--- src/rtl/pcm_pkg.sv ---
package pcm_pkg;

  typedef enum logic [2:0] {
    PH_IDLE  = 3'd0,
    PH_WRITE = 3'd1,
    PH_DISCH = 3'd2,
    PH_PRECH = 3'd3,
    PH_SENSE = 3'd4
  } phase_e;

  // Length of the write window: the longest pulse among the groups in use.
  function automatic int write_window(input logic any_set, input logic any_reset,
                                      input int t_set, input int t_reset);
    int w;
    w = 0;
    if (any_set && t_set > w) w = t_set;
    if (any_reset && t_reset > w) w = t_reset;
    return w;
  endfunction

  // Differential decision: the true cell must conduct and its partner must not.
  function automatic logic pair_decide(input logic s_true, input logic s_comp);
    return s_true & ~s_comp;
  endfunction

endpackage

--- src/rtl/pcm_seq.sv ---
module pcm_seq
  import pcm_pkg::*;
#(
  parameter int CNT_W = 8,
  parameter int T_DIS = 2,
  parameter int T_PRE = 2
) (
  input  logic             clk,
  input  logic             rst_n,
  input  logic             start_wr,
  input  logic             start_rd,
  input  logic [CNT_W-1:0] wr_len,
  output phase_e           phase,
  output logic [CNT_W-1:0] cnt,
  output logic             idle,
  output logic             sense_evt
);
  localparam logic [CNT_W-1:0] DIS_LAST = CNT_W'(T_DIS - 1);
  localparam logic [CNT_W-1:0] PRE_LAST = CNT_W'(T_PRE - 1);

  always_ff @(posedge clk) begin
    if (!rst_n) begin
      phase <= PH_IDLE;
      cnt   <= '0;
    end else begin
      unique case (phase)
        PH_IDLE: begin
          cnt <= '0;
          if (start_wr)      phase <= PH_WRITE;
          else if (start_rd) phase <= PH_PRECH;
        end
        PH_WRITE: begin
          if (cnt == wr_len - 1'b1) begin
            phase <= PH_DISCH;
            cnt   <= '0;
          end else begin
            cnt <= cnt + 1'b1;
          end
        end
        PH_DISCH: begin
          if (cnt == DIS_LAST) begin
            phase <= PH_IDLE;
            cnt   <= '0;
          end else begin
            cnt <= cnt + 1'b1;
          end
        end
        PH_PRECH: begin
          if (cnt == PRE_LAST) begin
            phase <= PH_SENSE;
            cnt   <= '0;
          end else begin
            cnt <= cnt + 1'b1;
          end
        end
        PH_SENSE: begin
          phase <= PH_IDLE;
          cnt   <= '0;
        end
        default: begin
          phase <= PH_IDLE;
          cnt   <= '0;
        end
      endcase
    end
  end

  assign idle      = (phase == PH_IDLE);
  assign sense_evt = (phase == PH_SENSE);

endmodule

--- src/rtl/pcm_wr_map.sv ---
module pcm_wr_map #(
  parameter int GROUPS = 16
) (
  input  logic              diff,
  input  logic [GROUPS-1:0] wdata,
  output logic [GROUPS-1:0] bias
);
  for (genvar g = 0; g < GROUPS; g++) begin : g_grp
    localparam int BIT = g / 2;
    if ((g % 2) == 0) begin : g_true
      assign bias[g] = diff ? wdata[BIT] : wdata[g];
    end else begin : g_comp
      assign bias[g] = diff ? ~wdata[BIT] : wdata[g];
    end
  end
endmodule

--- src/rtl/pcm_rd_map.sv ---
module pcm_rd_map
  import pcm_pkg::*;
#(
  parameter int GROUPS = 16
) (
  input  logic              diff,
  input  logic [GROUPS-1:0] sense,
  output logic [GROUPS-1:0] data
);
  localparam int HALF = GROUPS / 2;

  for (genvar g = 0; g < GROUPS; g++) begin : g_bit
    if (g < HALF) begin : g_low
      assign data[g] = diff ? pair_decide(sense[2*g], sense[2*g+1]) : sense[g];
    end else begin : g_high
      assign data[g] = diff ? 1'b0 : sense[g];
    end
  end
endmodule

--- src/rtl/pcm_drv_gen.sv ---
module pcm_drv_gen
  import pcm_pkg::*;
#(
  parameter int GROUPS  = 16,
  parameter int CNT_W   = 8,
  parameter int T_SET   = 5,
  parameter int T_RESET = 2
) (
  input  logic              in_write,
  input  logic [CNT_W-1:0]  cnt,
  input  logic [GROUPS-1:0] bias,
  output logic [GROUPS-1:0] wdrv_en,
  output logic [CNT_W-1:0]  wr_len
);
  localparam logic [CNT_W-1:0] LEN_SET = CNT_W'(T_SET);
  localparam logic [CNT_W-1:0] LEN_RST = CNT_W'(T_RESET);

  for (genvar g = 0; g < GROUPS; g++) begin : g_drv
    logic [CNT_W-1:0] len_g;
    assign len_g      = bias[g] ? LEN_SET : LEN_RST;
    assign wdrv_en[g] = in_write && (cnt < len_g);
  end

  assign wr_len = CNT_W'(write_window(|bias, ~&bias, T_SET, T_RESET));
endmodule

--- src/rtl/pcm_array_ctrl.sv ---
module pcm_array_ctrl
  import pcm_pkg::*;
#(
  parameter int ROW_W   = 8,
  parameter int COL_W   = 4,
  parameter int GROUPS  = 16,
  parameter int T_RESET = 2,
  parameter int T_SET   = 5,
  parameter int T_DIS   = 2,
  parameter int T_PRE   = 2,
  parameter int CNT_W   = 8,
  localparam int ADDR_W = ROW_W + COL_W
) (
  input  logic              clk,
  input  logic              rst_n,
  input  logic              mode_diff,
  input  logic              req_valid,
  output logic              req_ready,
  input  logic              req_we,
  input  logic [ADDR_W-1:0] req_addr,
  input  logic [GROUPS-1:0] req_wdata,
  output logic              rd_valid,
  output logic [GROUPS-1:0] rd_data,
  output logic [ROW_W-1:0]  row_sel,
  output logic [COL_W-1:0]  col_sel,
  output logic [GROUPS-1:0] wdrv_en,
  output logic [GROUPS-1:0] bias_set,
  output logic              dis_chg,
  output logic              pre_chg,
  output logic              sense_en,
  input  logic [GROUPS-1:0] sense_in
);
  // Named internal events, also observed by the bound checker.
  logic              accept;
  logic              diff_q;
  logic              sense_evt;
  logic              idle;
  logic [ADDR_W-1:0] addr_q;
  logic [GROUPS-1:0] bias_q;
  logic [GROUPS-1:0] bias_next;
  logic [GROUPS-1:0] rd_word;
  logic [CNT_W-1:0]  wr_len;
  logic [CNT_W-1:0]  cnt;
  phase_e            phase;

  assign accept = req_valid && idle;

  pcm_wr_map #(.GROUPS(GROUPS)) u_wr_map (
    .diff  (mode_diff),
    .wdata (req_wdata),
    .bias  (bias_next)
  );

  always_ff @(posedge clk) begin
    if (!rst_n) begin
      addr_q <= '0;
      diff_q <= 1'b0;
      bias_q <= '0;
    end else if (accept) begin
      addr_q <= req_addr;
      diff_q <= mode_diff;
      bias_q <= bias_next;
    end
  end

  pcm_seq #(.CNT_W(CNT_W), .T_DIS(T_DIS), .T_PRE(T_PRE)) u_seq (
    .clk       (clk),
    .rst_n     (rst_n),
    .start_wr  (accept && req_we),
    .start_rd  (accept && !req_we),
    .wr_len    (wr_len),
    .phase     (phase),
    .cnt       (cnt),
    .idle      (idle),
    .sense_evt (sense_evt)
  );

  pcm_drv_gen #(.GROUPS(GROUPS), .CNT_W(CNT_W), .T_SET(T_SET), .T_RESET(T_RESET)) u_drv (
    .in_write (phase == PH_WRITE),
    .cnt      (cnt),
    .bias     (bias_q),
    .wdrv_en  (wdrv_en),
    .wr_len   (wr_len)
  );

  pcm_rd_map #(.GROUPS(GROUPS)) u_rd_map (
    .diff  (diff_q),
    .sense (sense_in),
    .data  (rd_word)
  );

  always_ff @(posedge clk) begin
    if (!rst_n) begin
      rd_valid <= 1'b0;
      rd_data  <= '0;
    end else begin
      rd_valid <= sense_evt;
      if (sense_evt) rd_data <= rd_word;
    end
  end

  assign req_ready = idle;
  assign row_sel   = addr_q[ROW_W-1:0];
  assign col_sel   = addr_q[ADDR_W-1:ROW_W];
  assign bias_set  = bias_q;
  assign dis_chg   = (phase == PH_DISCH);
  assign pre_chg   = (phase == PH_PRECH);
  assign sense_en  = sense_evt;

endmodule

--- config.mk ---
export PLATFORM = sky130hd
export DESIGN_NAME = pcm_array_ctrl
export DESIGN_NICKNAME = d
export VERILOG_FILES = /design/src/rtl/pcm_pkg.sv /design/src/rtl/pcm_seq.sv /design/src/rtl/pcm_wr_map.sv /design/src/rtl/pcm_rd_map.sv /design/src/rtl/pcm_drv_gen.sv /design/src/rtl/pcm_array_ctrl.sv
export SDC_FILE = /design/constraint.sdc
export NUM_CORES = 1
export LEC_CHECK = 0
export ABC_AREA = 0
export CAP_MARGIN = 20
export CORE_UTILIZATION = 40
export CTS_BUF_LIST = sky130_fd_sc_hd__clkbuf_8
export CTS_CLUSTER_SIZE = 30
export DETAILED_ROUTE_END_ITERATION = 10
export PLACE_DENSITY = 0.72
export SYNTH_ARGS = -nofsm -noshare
export SYNTH_HDL_FRONTEND = slang
export SYNTH_SLANG_ARGS = --single-unit
export TNS_END_PERCENT = 5
--- constraint.sdc ---
create_clock -name clk -period 3.4 [get_ports clk]
set_input_delay 0.34 -clock clk [delete_from_list [all_inputs] [get_ports clk]]
set_output_delay 0.34 -clock clk [all_outputs]
set_load 0.1 [all_outputs]
==> load_flow_metrics.sql, run 1 <==
INSERT INTO impl_metrics (metric_group, metric, value, unit) VALUES
('logic_synthesis', 'post_synth_fa_ha_maj_area_fraction', '12.9', '%'),
('logic_synthesis', 'synth_area_per_cell', '8.19', 'µm²'),
('layout', 'share_of_post_route_cells_with_drive_strength_above_1', '9.38', '%'),
('floorplanning', 'horizontal_extent_of_the_die', '92.7', 'µm'),
('worst_hold_path', 'hp-start', 'rd_data[0]$_SDFFE_PN0P_', ''),
('power', 'peakVddDrop', '0.276', 'mV'),
('place', 'gpl_wtd_cong', '0.817', ''),
('timing', 'timing.fmax', '366', 'MHz'),
('drt', 'drtPass1Iterations', '4', ''),
('cts', 'cts_buffers', '9', ''),
('setup_path', 'crit_type', 'flip-flop to primary output', ''),
('timing', 'relSlewSlack', '32.0', '%'),
('grt', 'grt.total_usage', '20.2', '%'),
('setup_path', 'critical_path.cell_chain', 'or4_4 -> nor2_4 -> nand3_2 -> a211oi_1 -> buf_4', ''),
('timing', 'worst_slew_pin_slew', '1.02', 'ns'),
('setup_path', 'crit_required', '3.06', 'ns'),
('drt', 'remaining_routing_drc_violations', '0', ''),
('timing', 'period_share', '80.4', '%'),
('power', 'pwr-share-clk', '22.0', '%'),
('cts', 'cts_num_sinks', '57', ''),
('floorplanning', 'ios', '114', ''),
('cts', 'post_cts_hold_buffer_count', '0', ''),
('power', 'sw_frac_of_total', '51.2', '%'),
('flow_run', 'max_cap_viol_count', '0', ''),
('logic_synthesis', 'post_synth_inst_count', '402', ''),
('timing', 'period_needed', '2.73', 'ns'),
('grt', 'grt_pass1_wl', '13.8', 'mm'),
('cts', 'tritoncts', 'built', ''),
('layout', 'instances_no_fill', '614', ''),
('drt', 'wl', '8.21', 'mm'),
('grt', 'antenna_found_initial', '0', ''),
('floorplanning', 'initial_utilization', '41.9', '%'),
('logic_synthesis', 'synth-edff-count', '0', ''),
('setup_path', 'critical-path-slowest-cell', 'sky130_fd_sc_hd__or4_4', ''),
('power', 'powerDensity', '717', 'nW/µm²'),
('logic_synthesis', 'synthSimpleGateAreaFrac', '20.0', '%'),
('logic_synthesis', 'yosys.area_share.xor_xnor', '1.60', '%'),
('cts', 'clock_slew_at_reported_path_ffs', '0.06', 'ns'),
('floorplanning', 'dieHeight', '92.7', 'µm'),
('power', 'internal_power', '0.00164', 'W'),
('setup_path', 'crit-reg2reg-launch', 'u_seq.cnt[2]$_SDFF_PN0_', ''),
('grt', 'grt_remaining_overflow', '0', ''),
('layout', 'antenna_cells_inserted', '0', ''),
('logic_synthesis', 'synthesis.yosys.warnings', '0', ''),
('power', 'p_comb_share', '51.9', '%'),
('setup_path', 'critPathMaxFanout', '16', ''),
('timing', 'grt_setup_unrepaired', 'false', ''),
('logic_synthesis', 'register_area_share_after_synthesis', '34.7', '%'),
('logic_synthesis', 'syn-cell-area', '3290', 'µm²'),
('grt', 'grt_start_max_net_pins', '28', ''),
('setup_path', 'timing.critical_path.to_type', 'primary output', ''),
('layout', 'layout.nets', '590', ''),
('power', 'report.power.total', '0.00336', 'W'),
('drt', 'detail-route-antenna-nets', '0', ''),
('logic_synthesis', 'synth-async-reset-ratio', '0', '%'),
('logic_synthesis', 'post_synth_most_frequent_cells', 'sky130_fd_sc_hd__dfxtp_1 (57), sky130_fd_sc_hd__nand2_1 (54), sky130_fd_sc_hd__a21oi_1 (35), sky130_fd_sc_hd__ha_1 (34), sky130_fd_sc_hd__inv_1 (33)', ''),
('drt', 'iteration_0_drc_markers', '104', ''),
('cts', 'htree_levels', '3', ''),
('layout', 'finish.instance_area', '4690', 'µm²'),
('floorplanning', 'row_count', '32', ''),
('setup_path', 'worst_setup_path_startpoint', 'u_seq.cnt[3]$_SDFF_PN0_', ''),
('floorplanning', 'fp.dieArea', '8600', 'µm²'),
('place', 'place.port_buffers', '113', ''),
('drt', 'post_drt_wl_per_cell', '13.4', 'µm'),
('logic_synthesis', 'synth_flop_type', 'sky130_fd_sc_hd__dfxtp_1', ''),
('run_status', 'run_status', 'complete, no violations', ''),
('logic_synthesis', 'synth.lib_cells_used.distinct', '38', ''),
('setup_path', 'cp_slowest_stage_delay', '0.56', 'ns'),
('cts', 'cts_root_buf', 'sky130_fd_sc_hd__clkbuf_8', ''),
('place', 'placement.cell_area', '4450', 'µm²'),
('setup_path', 'path_buf_inv', '1', '');
-- cell families after synthesis --
group,count (synthesis)
buf+inv,55
simple gates,135
flops,57
fa+ha+maj,34
xor+xnor,6
mux,12
compound gates,103
-- path summary, 6_finish.rpt --
kind,end,slack (ns),cells past startpoint
worst max register to register,u_seq.cnt[0]$_SDFF_PN0_,1.21,5
worst min-delay path,rd_data[0]$_SDFFE_PN0P_,0.45,2
worst min register to register,rd_data[0]$_SDFFE_PN0P_,0.45,2
worst max-delay path,wdrv_en[10],0.67,5
-- flip-flops by register name, indices dropped and copies added (netlist names) --
register	flops
rd_data	16
u_seq.phase	3
bias_set	16
addr_q	12
u_seq.cnt	8
rd_valid	1
diff_q	1
-- worst reg2reg max path, cell delays in order, from the launching register on --
cell and delay, ns:
sky130_fd_sc_hd__dfxtp_1 0.84, sky130_fd_sc_hd__inv_2 0.13, sky130_fd_sc_hd__or3_1 0.33, sky130_fd_sc_hd__mux2_2 0.32, sky130_fd_sc_hd__o31ai_4 0.32, sky130_fd_sc_hd__a21oi_1 0.11
-- power groups by stage --
stage               Combinational, W  Clock, W  Sequential, W
finish                       0.00175  0.000741       0.000875
global route                 0.00185  0.000788       0.000893
CTS                          0.00175  0.000758       0.000875
detailed placement           0.00175         0       0.000891
global placement             0.00173         0       0.000885
floorplan                   0.000966         0        0.00128
-- layout by cell type (no fill, tap or decap), types with 2 or more instances in the layout --
cell type,count
sky130_fd_sc_hd__ha_1,34
sky130_fd_sc_hd__nand3b_1,8
sky130_fd_sc_hd__nand4_1,6
sky130_fd_sc_hd__o221ai_1,7
sky130_fd_sc_hd__inv_1,33
sky130_fd_sc_hd__dfxtp_1,57
sky130_fd_sc_hd__o211ai_1,2
sky130_fd_sc_hd__o21ai_0,24
sky130_fd_sc_hd__clkbuf_8,12
sky130_fd_sc_hd__and3_1,2
sky130_fd_sc_hd__buf_4,21
sky130_fd_sc_hd__a211oi_1,26
sky130_fd_sc_hd__a21oi_1,35
sky130_fd_sc_hd__nor2_1,26
sky130_fd_sc_hd__nand2_1,54
sky130_fd_sc_hd__bufinv_16,2
sky130_fd_sc_hd__nor4_1,6
sky130_fd_sc_hd__mux2i_1,11
sky130_fd_sc_hd__xnor2_1,3
sky130_fd_sc_hd__and2_1,2
sky130_fd_sc_hd__xor2_1,3
sky130_fd_sc_hd__clkdlybuf4s50_1,93
sky130_fd_sc_hd__a311oi_1,2
sky130_fd_sc_hd__nand2b_1,18
sky130_fd_sc_hd__nand3_1,6
sky130_fd_sc_hd__a211oi_2,2
sky130_fd_sc_hd__nor2b_1,2
-- final cells by class --
| class | count | area [µm²] |
|---|---|---|
| sequential | 57 | 1140 |
| timing repair buffer | 115 | 1110 |
| multi-input combinational | 290 | 1950 |
| inverter | 34 | 128 |
| clock buffer | 12 | 165 |
| clock inverter | 4 | 73.8 |
| tap | 102 | 128 |
| fill | 709 | 3160 |
-- metal layers --
layer	share of wire [%]	global-route usage [%]	vias to the layer above
met1	45	25.5	1389
li1	-	-	1630
met2	45	32.7	105
met3	8.8	6.57	8
met4	0.72	5.77	0
met5	0	0	-
-- per-stage QoR --
stage / setup WS, ns / util [%] / setup TNS [ns]
floorplan: -0.715 / - / -16.12
global placement: 1.11 / 56.7 / 0
detailed placement: 0.993 / 56.7 / 0
CTS: 0.630 / 59.8 / 0
global route: 0.482 / 59.8 / 0
finish: 0.667 / 59.8 / 0
Note: power is estimated with default switching activity, not from simulation.
==> run 2: changes to the inputs <==
==> constraint.sdc (replaced) <==
create_clock -name clk -period 2.6 [get_ports clk]
set_input_delay 0.26 -clock clk [delete_from_list [all_inputs] [get_ports clk]]
set_output_delay 0.26 -clock clk [all_outputs]
set_load 0.1 [all_outputs]
==> load_flow_metrics.sql, run 2 (synthesis gave the netlist of run 1 again) <==
INSERT INTO impl_metrics (metric_group, metric, value, unit) VALUES
('power', 'static-leakage-power', '2.09', 'nW'),
('layout', 'layout.nets', '597', ''),
('setup_path', 'setup.worst_path.end', 'wdrv_en[9]', ''),
('cts', 'htree_levels', '3', ''),
('power', 'powerDensity', '958', 'nW/µm²'),
('drt', 'post_drt_wl_per_cell', '14.0', 'µm'),
('setup_path', 'critical_path.cell_chain', 'or4_4 -> nor2_4 -> nand3_4 -> buf_4 -> a211oi_4 -> buf_12', ''),
('timing', 'period_share', '95.0', '%'),
('cts', 'cts_buffers', '9', ''),
('layout', 'instances_no_fill', '619', ''),
('place', 'place.port_buffers', '113', ''),
('timing', 'worst_slew_pin_slew', '0.889', 'ns'),
('cts', 'ctsLongestPathBuffers', '2', ''),
('drt', 'drtPass1Iterations', '4', ''),
('drt', 'vias', '3244', ''),
('timing', 'grt_setup_unrepaired', 'false', ''),
('setup_path', 'crit_type', 'flip-flop to primary output', ''),
('timing', 'timing.fmax', '405', 'MHz'),
('grt', 'grt_start_max_net_pins', '34', ''),
('grt', 'antenna_found_initial', '0', ''),
('grt', 'grt_remaining_overflow', '0', ''),
('cts', 'clock_slew_at_reported_path_ffs', '0.07', 'ns'),
('layout', 'final_cell_mix', 'sky130_fd_sc_hd__buf_4 (57), sky130_fd_sc_hd__dfxtp_1 (55), sky130_fd_sc_hd__nand2_1 (54), sky130_fd_sc_hd__clkdlybuf4s50_1 (48), sky130_fd_sc_hd__a21oi_1 (35)', ''),
('place', 'dp_cells', '602', ''),
('cts', 'cts_root_buf', 'sky130_fd_sc_hd__clkbuf_8', ''),
('timing', 'final_hold_viols', '0', ''),
('layout', 'antenna_cells_inserted', '0', ''),
('drt', 'wl', '8.67', 'mm'),
('timing', 'final.setup_skew', '0.0113', 'ns'),
('floorplanning', 'dieHeight', '92.7', 'µm'),
('setup_path', 'timing.critical_path.to_type', 'primary output', ''),
('setup_path', 'r2r.worst_path.cells', '5', ''),
('layout', 'multiInputGateArea', '2150', 'µm²'),
('drt', 'iteration_0_drc_markers', '105', ''),
('floorplanning', 'core_area', '7850', 'µm²'),
('drt', 'detail-route-antenna-nets', '0', ''),
('cts', 'cts_num_sinks', '57', ''),
('setup_path', 'worst_setup_path_start_kind', 'flip-flop', ''),
('drt', 'via_per_inst', '5.24', ''),
('layout', 'share_of_post_route_cells_with_drive_strength_above_1', '22.2', '%'),
('setup_path', 'crit-reg2reg-launch', 'bias_set[0]$_SDFFE_PN0P_', ''),
('setup_path', 'cp_slowest_stage_delay', '0.56', 'ns'),
('floorplanning', 'horizontal_extent_of_the_die', '92.7', 'µm'),
('cts', 'tritoncts', 'built', ''),
('setup_path', 'crit_required', '2.34', 'ns'),
('floorplanning', 'ios', '114', ''),
('grt', 'grt_pass1_wl', '14.6', 'mm'),
('grt', 'grt_pass1_vias', '3191', ''),
('floorplanning', 'initial_utilization', '41.9', '%'),
('timing', 'final_max_slew_viol_count', '0', ''),
('setup_path', 'critPathMaxFanout', '7', ''),
('layout', 'finalCoreUtilization', '63.9', '%'),
('layout', 'synthToLayoutAreaGrowth', '52.3', '%'),
('run_status', 'run_status', 'complete, no violations', ''),
('timing', 'relSlewSlack', '40.6', '%'),
('flow_run', 'max_cap_viol_count', '0', ''),
('cts', 'clk-insertion-delay-late', '0.34', 'ns'),
('setup_path', 'critical-path-slowest-cell', 'sky130_fd_sc_hd__or4_4', ''),
('timing', 'report.final.setup_viol', '0', ''),
('floorplanning', 'row_count', '32', ''),
('setup_path', 'critPathArrivalTime', '2.21', 'ns'),
('layout', 'seq_area', '1140', 'µm²'),
('worst_hold_path', 'min_path_type', 'flip-flop to flip-flop', ''),
('place', 'dp_hpwl', '6.60', 'mm'),
('drt', 'remaining_routing_drc_violations', '0', ''),
('timing', 'period_needed', '2.47', 'ns'),
('power', 'peakVddDrop', '0.509', 'mV'),
('setup_path', 'rr_endpoint', 'u_seq.cnt[0]$_SDFF_PN0_', ''),
('setup_path', 'worst_setup_path_startpoint', 'u_seq.cnt[3]$_SDFF_PN0_', ''),
('layout', 'n_fill_cell', '693', ''),
('setup_path', 'regToRegSetupSlack', '0.45', 'ns'),
('layout', 'layout.cells.most_common', 'sky130_fd_sc_hd__buf_4', ''),
('grt', 'grt.total_usage', '21.1', '%'),
('place', 'gpl_wtd_cong', '0.784', ''),
('floorplanning', 'fp.dieArea', '8600', 'µm²');
run 2: cell count changes in the layout (fill, tap and decap cells not counted), moves of 2 or more:
cell / change
sky130_fd_sc_hd__a211oi_1: -14
sky130_fd_sc_hd__a211oi_4: +16
sky130_fd_sc_hd__clkdlybuf4s50_1: -45
sky130_fd_sc_hd__a211oi_2: -2
sky130_fd_sc_hd__buf_12: +16
sky130_fd_sc_hd__dfxtp_1: -2
sky130_fd_sc_hd__buf_4: +36
sky130_fd_sc_hd__dfxtp_2: +2
run 2: power by group:
group | internal [W] | switching [W] | total [W] | leakage (nW)
logic | 0.000828 | 0.00190 | 0.00273 | 1.51
registers | 0.000976 | 0.000181 | 0.00116 | 0.466
clock network | 0.000580 | 0.000339 | 0.000918 | 0.111
total | 0.00238 | 0.00242 | 0.00480 | 2.09
run 2: cell type report:
type | instances | share of cell area, %
Clock buffer | 11 | 3.02
Clock inverter | 3 | 1.30
Inverter | 34 | 2.55
Multi-Input combinational cell | 290 | 42.9
Sequential cell | 57 | 22.8
Tap cell | 102 | 2.55
Timing Repair Buffer | 122 | 24.9
run 2: how the worst min path moves through the flow:
stage / from / to / cells after the start
final: rd_data[9]$_SDFFE_PN0P_ / rd_data[9]$_SDFFE_PN0P_ / 2
after global routing: req_addr[1] / addr_q[1]$_SDFFE_PN0P_ / 3
after CTS: rd_data[9]$_SDFFE_PN0P_ / rd_data[9]$_SDFFE_PN0P_ / 2
after detailed placement: rd_data[9]$_SDFFE_PN0P_ / rd_data[9]$_SDFFE_PN0P_ / 2
after global placement: rd_data[15]$_SDFFE_PN0P_ / rd_data[15]$_SDFFE_PN0P_ / 2
after floorplan: rst_n / u_seq.phase[2]$_SDFFE_PN0P_ / 2
run 2: worst max-delay path, delay by kind of cell, from the launching register on:
kind	cells	cell delay, ns
buffers and inverters	2	0.46
flip-flops	1	0.36
AO/OA/AOI/OAI	1	0.22
AND/OR/NAND/NOR	3	0.84
run 2: repair_timing:
item | 4_1_cts | 5_1_grt
gates resized for setup | 0 | 1
endpoints found under the setup margin | 7 | 16
hold buffers | 0 | 0
hold endpoints to repair | 0 | 0
setup buffers | 3 | 0
run 2: routing by layer:
layer,wire (µm),GRT usage [%],vias up
met1,3840,26.3,1501
met5,0,0,-
met4,80,6.41,0
li1,-,-,1624
met2,4120,35.1,108
met3,630,6.16,11
run 2: through the flow:
step | TNS [ns] | total power (W) | area, µm² | hold WS (ns) | setup WS, ns
3_3_place_gp | 0 | 0.00384 | 4770 | 0.439 | 0.304
3_5_place_dp | 0 | 0.00389 | 4770 | 0.447 | 0.247
2_1_floorplan | -1.77 | 0.00313 | 3510 | 0.374 | -0.0989
5_1_grt | 0 | 0.00501 | 5010 | 0.466 | 0.0188
4_1_cts | 0 | 0.00484 | 5010 | 0.457 | 0.0347
6_report | 0 | 0.00480 | 5010 | 0.454 | 0.130
